===== src/rtl/rqp_pkg.sv =====
package rqp_pkg;
  typedef enum logic [1:0] {
    PH_IDLE = 2'd0,
    PH_NEW  = 2'd1,
    PH_OLD  = 2'd2
  } sw_phase_t;
endpackage


===== src/rtl/rqp_addr_decode.sv =====
module rqp_addr_decode #(
  parameter int NUM_Q = 4,
  parameter int DEV_W = 3,
  localparam int QIDX_W = $clog2(NUM_Q),
  localparam int ADDR_W = DEV_W + 1 + QIDX_W
) (
  input  logic [ADDR_W-1:0] addr,
  input  logic [DEV_W-1:0]  dev_id,
  output logic [QIDX_W-1:0] q_idx,
  output logic              is_null,
  output logic              dev_match
);
  assign q_idx     = addr[QIDX_W-1:0];
  assign is_null   = addr[QIDX_W];
  assign dev_match = (addr[ADDR_W-1 -: DEV_W] == dev_id);
endmodule


===== src/rtl/rqp_queue_bank.sv =====
module rqp_queue_bank #(
  parameter int NUM_Q  = 4,
  parameter int DATA_W = 18,
  parameter int DEPTH  = 8,
  localparam int QIDX_W = $clog2(NUM_Q),
  localparam int AW     = $clog2(DEPTH),
  localparam int PTR_W  = AW + 1
) (
  input  logic                    clk,
  input  logic                    rst,
  input  logic                    wr_en,
  input  logic [QIDX_W-1:0]       wr_q,
  input  logic [DATA_W-1:0]       wr_data,
  input  logic                    pop_en,
  input  logic [QIDX_W-1:0]       pop_q,
  output logic [NUM_Q*DATA_W-1:0] head_flat,
  output logic [NUM_Q-1:0]        empty
);
  for (genvar g = 0; g < NUM_Q; g++) begin : g_q
    logic [DATA_W-1:0] mem [DEPTH];
    logic [PTR_W-1:0]  wp, rp;
    logic              full, do_wr, do_rd;

    assign full     = ((wp - rp) == PTR_W'(DEPTH));
    assign empty[g] = (wp == rp);
    assign do_wr    = wr_en && (wr_q == QIDX_W'(g)) && !full;
    assign do_rd    = pop_en && (pop_q == QIDX_W'(g)) && !empty[g];

    always_ff @(posedge clk) begin
      if (do_wr) mem[wp[AW-1:0]] <= wr_data;
    end

    always_ff @(posedge clk) begin
      if (rst) begin
        wp <= '0;
        rp <= '0;
      end else begin
        if (do_wr) wp <= wp + 1'b1;
        if (do_rd) rp <= rp + 1'b1;
      end
    end

    assign head_flat[g*DATA_W +: DATA_W] = mem[rp[AW-1:0]];
  end
endmodule


===== src/rtl/rqp_read_ctrl.sv =====
module rqp_read_ctrl #(
  parameter int NUM_Q  = 4,
  parameter int DATA_W = 18,
  localparam int QIDX_W = $clog2(NUM_Q)
) (
  input  logic                    clk,
  input  logic                    rst,
  input  logic                    cfg_done,
  input  logic                    addr_en,
  input  logic                    flag_strobe,
  input  logic                    ren_n,
  input  logic                    is_master,
  input  logic                    oe_n,
  input  logic [QIDX_W-1:0]       dec_q,
  input  logic                    dec_null,
  input  logic                    dec_match,
  input  logic [NUM_Q-1:0]        empty,
  input  logic [NUM_Q*DATA_W-1:0] head_flat,
  output logic                    pop_en,
  output logic [QIDX_W-1:0]       pop_q,
  output logic [DATA_W-1:0]       dout,
  output logic                    out_valid_n,
  output logic                    dout_drive,
  output rqp_pkg::sw_phase_t      phase,
  output logic                    cur_valid,
  output logic [QIDX_W-1:0]       cur_q
);
  import rqp_pkg::*;

  logic              sel_ok;
  logic [QIDX_W-1:0] prev_q, src_q;
  logic              prev_valid, src_valid, take, hit, dev_sel;

  assign sel_ok = cfg_done && addr_en && !flag_strobe;

  always_comb begin
    unique case (phase)
      PH_OLD: begin src_q = prev_q; src_valid = prev_valid; take = 1'b1;   end
      PH_NEW: begin src_q = cur_q;  src_valid = cur_valid;  take = 1'b1;   end
      default: begin src_q = cur_q; src_valid = cur_valid;  take = !ren_n; end
    endcase
  end

  assign hit    = take && src_valid && !empty[src_q];
  assign pop_en = hit;
  assign pop_q  = src_q;

  always_ff @(posedge clk) begin
    if (rst) begin
      phase       <= PH_IDLE;
      cur_q       <= '0;
      cur_valid   <= 1'b0;
      prev_q      <= '0;
      prev_valid  <= 1'b0;
      dev_sel     <= 1'b0;
      dout        <= '0;
      out_valid_n <= 1'b1;
    end else begin
      if (take) begin
        if (hit) begin
          dout        <= head_flat[src_q*DATA_W +: DATA_W];
          out_valid_n <= 1'b0;
        end else begin
          out_valid_n <= 1'b1;
        end
      end
      if (sel_ok) begin
        phase      <= PH_OLD;
        prev_q     <= cur_q;
        prev_valid <= cur_valid;
        cur_q      <= dec_q;
        cur_valid  <= dec_match && !dec_null;
        dev_sel    <= dec_match;
      end else if (phase == PH_OLD) begin
        phase <= PH_NEW;
      end else begin
        phase <= PH_IDLE;
      end
    end
  end

  assign dout_drive = !oe_n && (is_master || dev_sel);
endmodule


===== src/rtl/rqp_read_port.sv =====
module rqp_read_port #(
  parameter int NUM_Q  = 4,
  parameter int DEV_W  = 3,
  parameter int DATA_W = 18,
  parameter int DEPTH  = 8,
  localparam int QIDX_W = $clog2(NUM_Q),
  localparam int ADDR_W = DEV_W + 1 + QIDX_W
) (
  input  logic              clk,
  input  logic              rst,
  input  logic              cfg_done,
  input  logic              is_master,
  input  logic [DEV_W-1:0]  dev_id,
  input  logic              oe_n,
  input  logic [ADDR_W-1:0] rd_addr,
  input  logic              rd_addr_en,
  input  logic              flag_strobe,
  input  logic              ren_n,
  input  logic              wr_en,
  input  logic [QIDX_W-1:0] wr_q,
  input  logic [DATA_W-1:0] wr_data,
  output logic [DATA_W-1:0] dout,
  output logic              out_valid_n,
  output logic              dout_drive
);
  logic [QIDX_W-1:0]       dec_q, pop_q, cur_q;
  logic                    dec_null, dec_match, pop_en, cur_valid;
  logic [NUM_Q-1:0]        empty;
  logic [NUM_Q*DATA_W-1:0] head_flat;
  rqp_pkg::sw_phase_t      phase;

  rqp_addr_decode #(.NUM_Q(NUM_Q), .DEV_W(DEV_W)) u_dec (
    .addr(rd_addr), .dev_id(dev_id),
    .q_idx(dec_q), .is_null(dec_null), .dev_match(dec_match)
  );

  rqp_queue_bank #(.NUM_Q(NUM_Q), .DATA_W(DATA_W), .DEPTH(DEPTH)) u_bank (
    .clk(clk), .rst(rst),
    .wr_en(wr_en), .wr_q(wr_q), .wr_data(wr_data),
    .pop_en(pop_en), .pop_q(pop_q),
    .head_flat(head_flat), .empty(empty)
  );

  rqp_read_ctrl #(.NUM_Q(NUM_Q), .DATA_W(DATA_W)) u_ctrl (
    .clk(clk), .rst(rst), .cfg_done(cfg_done), .addr_en(rd_addr_en),
    .flag_strobe(flag_strobe), .ren_n(ren_n), .is_master(is_master), .oe_n(oe_n),
    .dec_q(dec_q), .dec_null(dec_null), .dec_match(dec_match),
    .empty(empty), .head_flat(head_flat),
    .pop_en(pop_en), .pop_q(pop_q), .dout(dout), .out_valid_n(out_valid_n),
    .dout_drive(dout_drive), .phase(phase), .cur_valid(cur_valid), .cur_q(cur_q)
  );
endmodule


===== config.mk =====
export PLATFORM = sky130hd
export DESIGN_NAME = rqp_read_port
export DESIGN_NICKNAME = d
export VERILOG_FILES = /design/src/rtl/rqp_pkg.sv /design/src/rtl/rqp_addr_decode.sv /design/src/rtl/rqp_queue_bank.sv /design/src/rtl/rqp_read_ctrl.sv /design/src/rtl/rqp_read_port.sv
export SDC_FILE = /design/constraint.sdc
export NUM_CORES = 1
export LEC_CHECK = 0
export BUFFER_PORTS_ARGS = -buffer_cell sky130_fd_sc_hd__buf_4
export CORE_MARGIN = 8
export CORE_UTILIZATION = 62
export CTS_CLUSTER_SIZE = 40
export DETAILED_ROUTE_END_ITERATION = 16
export PLACE_DENSITY = 0.79
export SETUP_SLACK_MARGIN = 0.1
export SYNTH_ARGS = -nofsm -noshare
export SYNTH_HDL_FRONTEND = slang
export SYNTH_SLANG_ARGS = --single-unit

===== constraint.sdc =====
create_clock -name clk -period 5.1 [get_ports clk]
set_input_delay 0.255 -clock clk [delete_from_list [all_inputs] [get_ports clk]]
set_output_delay 0.255 -clock clk [all_outputs]
set_load 0.005 [all_outputs]

==> metrics.md, run 1 <==
| Metric | Value |
|---|---|
| Gr usage total | `24.83%` |
| EDFF count, synth | `576` |
| Top delay family on crit path | `simple AND/OR/NAND/NOR gates` |
| Synth warnings | `0` |
| Mux share of post-synthesis cell area | `between 10% and 20%` |
| Initial antenna violation count | `2` |
| Synth Area in Adders | `1.024%` |
| Max incr delay on CP | `about 0.85 ns` |
| Hold Path Origin | `ren_n` |
| Peak VDD IR | `0.2527 mV` |
| Total routed wirelength | `58.72 mm` |
| Post-synthesis register bit count | `648` |
| Vias per cell | `between 6 and 7` |
| Critical path origin | `u_bank.g_q[1].wp[1]` |
| Starting Density | `62.84%` |
| RePlAce Congestion | `about 0.90` |
| Reg2reg start | `u_bank.g_q[1].wp[1]` |
| Synth unique cells | `53` |
| MaxCap Viol Count | `0` |
| Asr flop ratio synth | `0%` |
| H-tree depth | `2` |
| Int Power | `between 8000 and 9000 uW` |
| Most common cell after layout, fill and taps aside | `edfxtp_1` |
| Vias in the first global route | `approximately 14000` |
| CP arrival | `~3.7 ns` |
| Sequential area share after synthesis | `73.03%` |
| Worst-path clk slew | `0.07 ns` |
| Crit share post-route | `66.51%` |
| Register-to-Register Path Depth | `7` |
| Total vias in the final route | `13500` |
| Share of cells above drive strength 1 | `approximately a quarter` |
| Slew HR | `20.33%` |
| I/O Buffers | `57` |
| Clock period minus worst slack | `about 3.4 ns` |
| Die Span X | `219.4 um` |
| Area fraction in compound gates after synthesis | `3.092%` |
| Switching Share | `19.49%` |
| Post-Route Utilization | `71.26%` |
| Area growth, synth to finish | `13.40%` |
| Flop pwr share | `53.1%` |
| Clk_lat worst skew | `0.62 ns` |
| Post-synthesis cell area | `25660 sq um` |
| Syn Nets | `~1400` |
| CP max FO | `11` |
| Synth Area in XOR/XNOR | `0.6827%` |
| Endpoint type of the worst setup path | `flop` |
| CTS Hold Bufs | `9` |
| Largest net degree at the start of global routing | `between 70 and 80` |
| Fmax | `0.2948 GHz` |
| Post-CTS setup buffer count | `0` |
| Simple-gate share of the synthesized area | `under 10%` |
| ANT nets after route | `0` |
| Row cnt | `74` |
| Final #Nets | `1494` |
| Combinational Power Share | `2.4%` |
| Commonest cells after routing, fill and taps aside | `edfxtp_1 (576), mux4_2 (144), buf_4 (94), mux2i_1 (73), dfxtp_1 (68)` |
| Crit path required time | `5.41 ns` |
| Worst hold path depth | `4` |
| Power Total | `between 10000 and 15000 uW` |
| Total die area | `48150 sq um` |
| Fin Setup TNS | `0 ns` |
| Clock buffer depth | `3` |
| Final setup margin | `1.708 ns` |
| Leakage | `approximately 0.009 uW` |
| Crit path cell chain | `ha_1 -> nor2b_1 -> o21a_1 -> o211ai_1 -> nand4_1 -> nor3b_2 -> buf_4` |
| Die H | `219.4 um` |
| Hold/Removal Path Class | `in2reg` |
| Core area | `approximately 40000 sq um` |
| DR WL/cell | `just under 30 um` |
| Avg Synthesized Cell Area | `~19 sq um` |
| I/O pins | `58` |
| Status | `finished, final reports clean` |
| Num CTS Buffers | `60` |
| Clk pwr share | `around 44%` |
| Sink Count | `648` |
| Drt first pass iters | `5` |
| CTS tree | `built` |
| NetSw | `2130 uW` |
| Worst R2R End | `u_bank.g_q[1].mem[4][2]` |
| Post-cts sizing count | `0` |
| Startpoint types | `flop` |
| R2r setup slk | `1.71 ns` |
| Fin. Hold Viols | `0` |
| DR iter-0 viols | `1737` |
| Worst path buffer plus inverter count | `1` |
| WHS | `between 0.05 and 0.06 ns` |
| Max Transition Viols Final | `0` |
| Dominant synthesized flop cell | `edfxtp_1` |
| Global-route wire length before repair | `around 87 mm` |
| Number of standard cells after synthesis | `1342` |
| DPL Wire Length | `33.70 mm` |
| Crit Path Category | `reg2reg` |
| Worst Hold End | `u_ctrl.out_valid_n` |
| Setup WS pre-CTS | `~1.8 ns` |
| Root Driver | `clkbuf_16` |
| Setup Viol. Count Final | `0` |
| Diodes inserted | `0` |
| Largest family of logic cells by synthesized area | `multiplexers` |
| Unrepaired setup endpoints after global routing | `no` |
| Worst Skew | `0.02641 ns` |
| Total gr overflow | `0` |
| Number of remaining DRC errors | `0` |
| Worst Tran Pin Value | `approximately 1.2 ns` |
| PwrDens | `375.7 nW/um^2` |
| Slowest CP cell | `nor3b_2` |
## state kept, by name, summed over array words and instances (netlist names), named ones only
register and flops:
u_ctrl.phase 2, u_ctrl.dout 18, u_ctrl.cur_q 2, u_ctrl.out_valid_n 1
u_ctrl.prev_valid 1, u_bank.g_q.wp 16, u_bank.g_q.rp 16, u_bank.g_q.mem 576
u_ctrl.cur_valid 1, u_ctrl.prev_q 2, u_ctrl.dev_sel 1
## final cells by class
type,count,area [sq um]
Inverter,38,142.6
Timing Repair Buffer,103,795.8
Multi-Input combinational cell,584,6580
Clock inverter,31,476.7
Sequential cell,648,18740
Clock buffer,81,1692
Tap cell,532,665.6
Fill cell,2383,11740
## cell families (layout without fill, tap and decap cells)
group           after synthesis  after routing
compound gates              114            114
xor+xnor                     20             20
fa+ha+maj                    21             21
buf+inv                     110            253
flops                       648            648
mux                         226            226
simple gates                203            203
## metrics by stage
stage               cells  area [sq um]
floorplan            1342         25660
global placement     1896         26840
detailed placement   1896         26840
CTS                  2017         29100
global route         2017         29100
finish               2017         29100
## power by group through the flow
stage          clock [uW]  sequential [uW]  combinational (uW)
2_1_floorplan           0             5920                95.4
3_3_place_gp            0             5920                 243
3_5_place_dp            0             5920                 254
4_1_cts              4910             5810                 262
5_1_grt              5120             5810                 280
6_report             4860             5810                 265
## layer usage
layer	up-vias	GRT usage [%]	part of all wire [%]
met5	-	0	0.024
met4	2	9.030	3.6
met3	122	4.778	9.1
met2	747	39.21	48
met1	6952	34.64	39
li1	5681	-	-
## synth_stat cells, types with 4 or more instances
master | n | area share, %
o31ai_1 | 11 | 0.32
nand4_1 | 17 | 0.41
xnor2_1 | 17 | 0.58
mux2i_1 | 73 | 2.8
o22ai_1 | 35 | 0.85
o211ai_1 | 6 | 0.18
nand2_1 | 16 | 0.23
buf_1 | 8 | 0.12
mux2_2 | 8 | 0.35
dfxtp_1 | 72 | 5.6
o21a_1 | 4 | 0.12
nor2b_1 | 15 | 0.37
o211a_1 | 5 | 0.20
a22o_1 | 5 | 0.17
edfxtp_1 | 576 | 67
buf_2 | 24 | 0.47
nor2_1 | 50 | 0.73
ha_1 | 21 | 1.0
a21oi_1 | 16 | 0.31
clkbuf_1 | 37 | 0.54
inv_1 | 38 | 0.56
nand3_1 | 13 | 0.25
nor3_1 | 15 | 0.29
and4b_1 | 9 | 0.35
o21ai_0 | 7 | 0.14
nand2b_1 | 5 | 0.12
mux4_2 | 144 | 13
nor4b_1 | 5 | 0.17
nor3b_1 | 12 | 0.35
a211oi_1 | 17 | 0.50
nor4_1 | 26 | 0.63
## how the worst max path moves through the flow
| stage | to | slack, ns | cells past startpoint |
|---|---|---|---|
| 6_report | u_bank.g_q[1].mem[4][2] | 1.71 | 7 |
| 3_3_place_gp | u_bank.g_q[1].mem[4][4] | 1.98 | 7 |
| 4_1_cts | u_bank.g_q[1].mem[4][2] | 1.70 | 7 |
| 3_5_place_dp | u_bank.g_q[1].mem[4][2] | 1.83 | 7 |
| 2_1_floorplan | u_bank.g_q[1].mem[1][0] | 1.21 | 7 |
| 5_1_grt | u_bank.g_q[1].mem[4][2] | 1.52 | 7 |
## tightest hold or removal path, delay by kind of cell
family                 cells  cell delay, ns
and+or+nand+nor            2            0.17
buffers and inverters      1            0.11
AOI/OAI and AO/OA          1            0.10
(Power assumes the default switching activity.)
==> run 2, diff against run 1 <==
--- a/config.mk
+++ b/config.mk
@@ -5,12 +5,13 @@
 export SDC_FILE = /design/constraint.sdc
 export NUM_CORES = 1
 export LEC_CHECK = 0
+export ABC_AREA = 1
 export BUFFER_PORTS_ARGS = -buffer_cell sky130_fd_sc_hd__buf_4
 export CORE_MARGIN = 8
-export CORE_UTILIZATION = 62
+export CORE_UTILIZATION = 56
 export CTS_CLUSTER_SIZE = 40
 export DETAILED_ROUTE_END_ITERATION = 16
-export PLACE_DENSITY = 0.79
+export PLACE_DENSITY = 0.75
 export SETUP_SLACK_MARGIN = 0.1
 export SYNTH_ARGS = -nofsm -noshare
 export SYNTH_HDL_FRONTEND = slang
==> constraint.sdc (replaced) <==
create_clock -name clk -period 3 [get_ports clk]
set_input_delay 0.15 -clock clk [delete_from_list [all_inputs] [get_ports clk]]
set_output_delay 0.15 -clock clk [all_outputs]
set_load 0.005 [all_outputs]
==> run 2 against run 1 <==
Critical path depth is 5 higher. Design area is 3.0% higher. Fmax is 27% higher. Worst setup slack worse by 1.4 ns. Critical path type unchanged. Core utilization is 7.0 points lower. Clock skew is 0.016 ns lower. Global-route usage is 0.62 points lower. Clock power is 50% higher. Sequential cell count stayed put. Critical endpoint is now u_bank.g_q[0].mem[6][0]. Sequential share of layout area is 1.9 points lower.
==> metrics.md, run 2 <==
| Metric | Value |
|---|---|
| CP arrival | `approximately 3.0 ns` |
| Initial antenna violation count | `0` |
| Crit Path Category | `reg2reg` |
| Sink Count | `648` |
| Largest net degree at the start of global routing | `84` |
| RePlAce Congestion | `0.9278` |
| R2r setup slk | `0.32 ns` |
| Number of remaining DRC errors | `0` |
| DR WL/cell | `21.45 um` |
| Worst-path clk slew | `approximately 0.060 ns` |
| Most frequent CP cell | `nand2_1` |
| Global route hottest layer | `met2` |
| Num CTS Buffers | `60` |
| Row cnt | `79` |
| Clock buffer depth | `3` |
| Global-route wire length before repair | `101.1 mm` |
| Worst Hold End | `u_bank.g_q[1].wp[3]` |
| Crit path required time | `3.30 ns` |
| Max Transition Viols Final | `0` |
| CP max FO | `18` |
| Synth area leader | `edfxtp_1` |
| Most frequent cell after synthesis | `edfxtp_1` |
| Fin Setup TNS | `0 ns` |
| Post-synth top cells | `edfxtp_1 (576), nor2_1 (555), o21ai_0 (267)` |
| Die H | `233.5 um` |
| Avg Synthesized Cell Area | `approximately 11 sq um` |
| Endpoint type of the worst setup path | `flop` |
| Commonest cells after routing, fill and taps aside | `edfxtp_1 (576), nor2_1 (549), o21ai_0 (267), nand3_1 (245), nand2_1 (220)` |
| Drt first pass iters | `5` |
| Met1 Resource Use GR | `32.28%` |
| Hold Path Origin | `wr_en` |
| PwrDens | `591.3 nW/um^2` |
| Dominant synthesized flop cell | `edfxtp_1` |
| Peak VDD IR | `0.4863 mV` |
| Register-to-Register Path Depth | `12` |
| Crit path cell chain | `inv_1 -> ha_1 -> inv_1 -> nand2_1 -> nand2_1 -> nand2_1 -> nand2_1 -> nand2_1 -> nand3_1 -> nand2_1 -> nor2_1 -> buf_4` |
| Number of standard cells after synthesis | `2342` |
| Fmax | `roughly 0.37 GHz` |
| Worst hold path depth | `5` |
| Sequential area share after synthesis | `approximately 71%` |
| Setup Viol. Count Final | `0` |
| Core area | `46650 sq um` |
| Synth unique cells | `28` |
| Total gr overflow | `0` |
| Synth warnings | `0` |
| Unrepaired setup endpoints after global routing | `no` |
| Total vias in the final route | `18300` |
| Status | `finished, final reports clean` |
| Worst path buffer plus inverter count | `3` |
| Clk_lat worst skew | `0.62 ns` |
| MaxCap Viol Count | `0` |
| Max incr delay on CP | `0.53 ns` |
| Post-CTS setup buffer count | `0` |
| Leakage | `0.01050 uW` |
| H-tree depth | `2` |
| Hold/Removal Path Class | `in2reg` |
| Root Driver | `clkbuf_16` |
| Worst R2R End | `u_bank.g_q[0].mem[6][0]` |
| Post-synthesis register bit count | `648` |
| Gr usage total | `24.21%` |
| Top delay family on crit path | `simple AND/OR/NAND/NOR gates` |
| I/O pins | `58` |
| Setup WS pre-CTS | `about 0.43 ns` |
| CTS tree | `built` |
| Starting Density | `56.76%` |
| Clock period minus worst slack | `2.679 ns` |
| Share of cells above drive strength 1 | `under 10%` |
| Top cell type's share of synthesized area | `65.32%` |
| ANT nets after route | `0` |
| Total die area | `54500 sq um` |
| Fin. Hold Viols | `0` |
| Vias per cell | `5.908` |
| Slowest CP cell | `dfxtp_1` |
| Area growth, synth to finish | `13.20%` |
| Total routed wirelength | `roughly 66 mm` |
| Max FFs per register | `576` |
| Startpoint types | `flop` |
| EDFF count, synth | `576` |
| Global Route met3 Usage | `4.331%` |
| Diodes inserted | `0` |
| Final #Nets | `2498` |
| Largest cells by area after synthesis | `edfxtp_1 (65%), nor2_1 (7.9%), dfxtp_1 (5.4%)` |
| Worst Skew | `between 0.01 and 0.015 ns` |
| Asr flop ratio synth | `0%` |
| Reg2reg start | `u_bank.g_q[0].wp[0]` |
| Syn Nets | `2401` |
| # fillers | `3415` |
| Die Span X | `233.5 um` |
| Slew HR | `43.44%` |
| I/O Buffers | `57` |
| Post-synthesis cell area | `~26000 sq um` |
| WHS | `0.07352 ns` |
| Worst Tran Pin Value | `0.8484 ns` |
| Final setup margin | `0.3213 ns` |
| Global Route met2 Usage | `roughly 40%` |
| Vias in the first global route | `17780` |
| Most common cell after layout, fill and taps aside | `edfxtp_1` |
| DR iter-0 viols | `2306` |
| DPL Wire Length | `39.50 mm` |
| Crit share post-route | `89.29%` |
run 2: worst reg2reg max path, cell delays in order, from the launching register on:
cell	delay, ns
dfxtp_1	0.53
inv_1	0.16
ha_1	0.22
inv_1	0.06
nand2_1	0.06
nand2_1	0.07
nand2_1	0.10
nand2_1	0.08
nand2_1	0.05
nand3_1	0.16
nand2_1	0.29
nor2_1	0.27
buf_4	0.32
run 2: cells by family (layout without fill, tap and decap cells):
group	after synthesis	in the layout	share of synthesized area (%)
and+or+nand+nor	1059	1059	16.65
DFF	648	648	70.76
AOI/OAI and AO/OA	374	374	7.621
buffers and inverters	220	368	3.312
adders and majority gates	21	21	0.9922
xor gates and xnor gates	20	20	0.6615
run 2: worst max path at each step:
stage / from / to / cells after the start
floorplan: u_bank.g_q[2].rp[1] / u_bank.g_q[2].mem[2][0] / 9
global placement: u_bank.g_q[0].wp[0] / u_bank.g_q[0].mem[2][3] / 12
detailed placement: u_bank.g_q[0].wp[0] / u_bank.g_q[0].mem[6][13] / 12
CTS: u_bank.g_q[0].wp[0] / u_bank.g_q[0].mem[6][0] / 12
global route: u_bank.g_q[0].wp[0] / u_bank.g_q[0].mem[6][0] / 12
finish: u_bank.g_q[0].wp[0] / u_bank.g_q[0].mem[6][0] / 12
run 2: routing by layer:
metal | vias to the layer above | part of all wire [%]
li1 | 8410 | -
met1 | 8807 | 40
met2 | 940 | 47
met3 | 139 | 9.8
met4 | 0 | 3.7
met5 | - | 0
run 2: area by class of cell:
type                       instances  area, sq um  area share [%]
clock inverter                    39        284.0          0.9475
clock buffer                      74         1585           5.288
timing repair buffer             159         1316           4.391
inverter                          96        360.3           1.202
multi-input combinational       1474         6927           23.11
tap                              607        759.5           2.533
sequential                       648        18750           62.53
run 2: report_power, final:
| part | leakage [uW] | internal (uW) | total [uW] | switching [uW] |
|---|---|---|---|---|
| Sequential | 0.00577 | 9870 | 9890 | 22.6 |
| Combinational | 0.00380 | 146 | 538 | 392 |
| Clock | 0.000924 | 4080 | 7300 | 3220 |
| Total | 0.0105 | 14100 | 17700 | 3640 |
run 2: per-stage QoR:
step / std cells / area, sq um / total power (uW) / util (%)
after floorplan: 2342 / 26480 / 10280 / -
after global placement: 2950 / 27770 / 10560 / 59.52
after detailed placement: 2950 / 27770 / 10580 / 59.52
after CTS: 3097 / 29980 / 17790 / 64.25
after global routing: 3097 / 29980 / 18150 / 64.25
final: 3097 / 29980 / 17730 / 64.25
run 2: what timing repair did:
| action | CTS | global route |
|---|---|---|
| resized for setup | 0 | 0 |
| hold buffers | 34 | 0 |
| hold endpoints to repair | 597 | 0 |
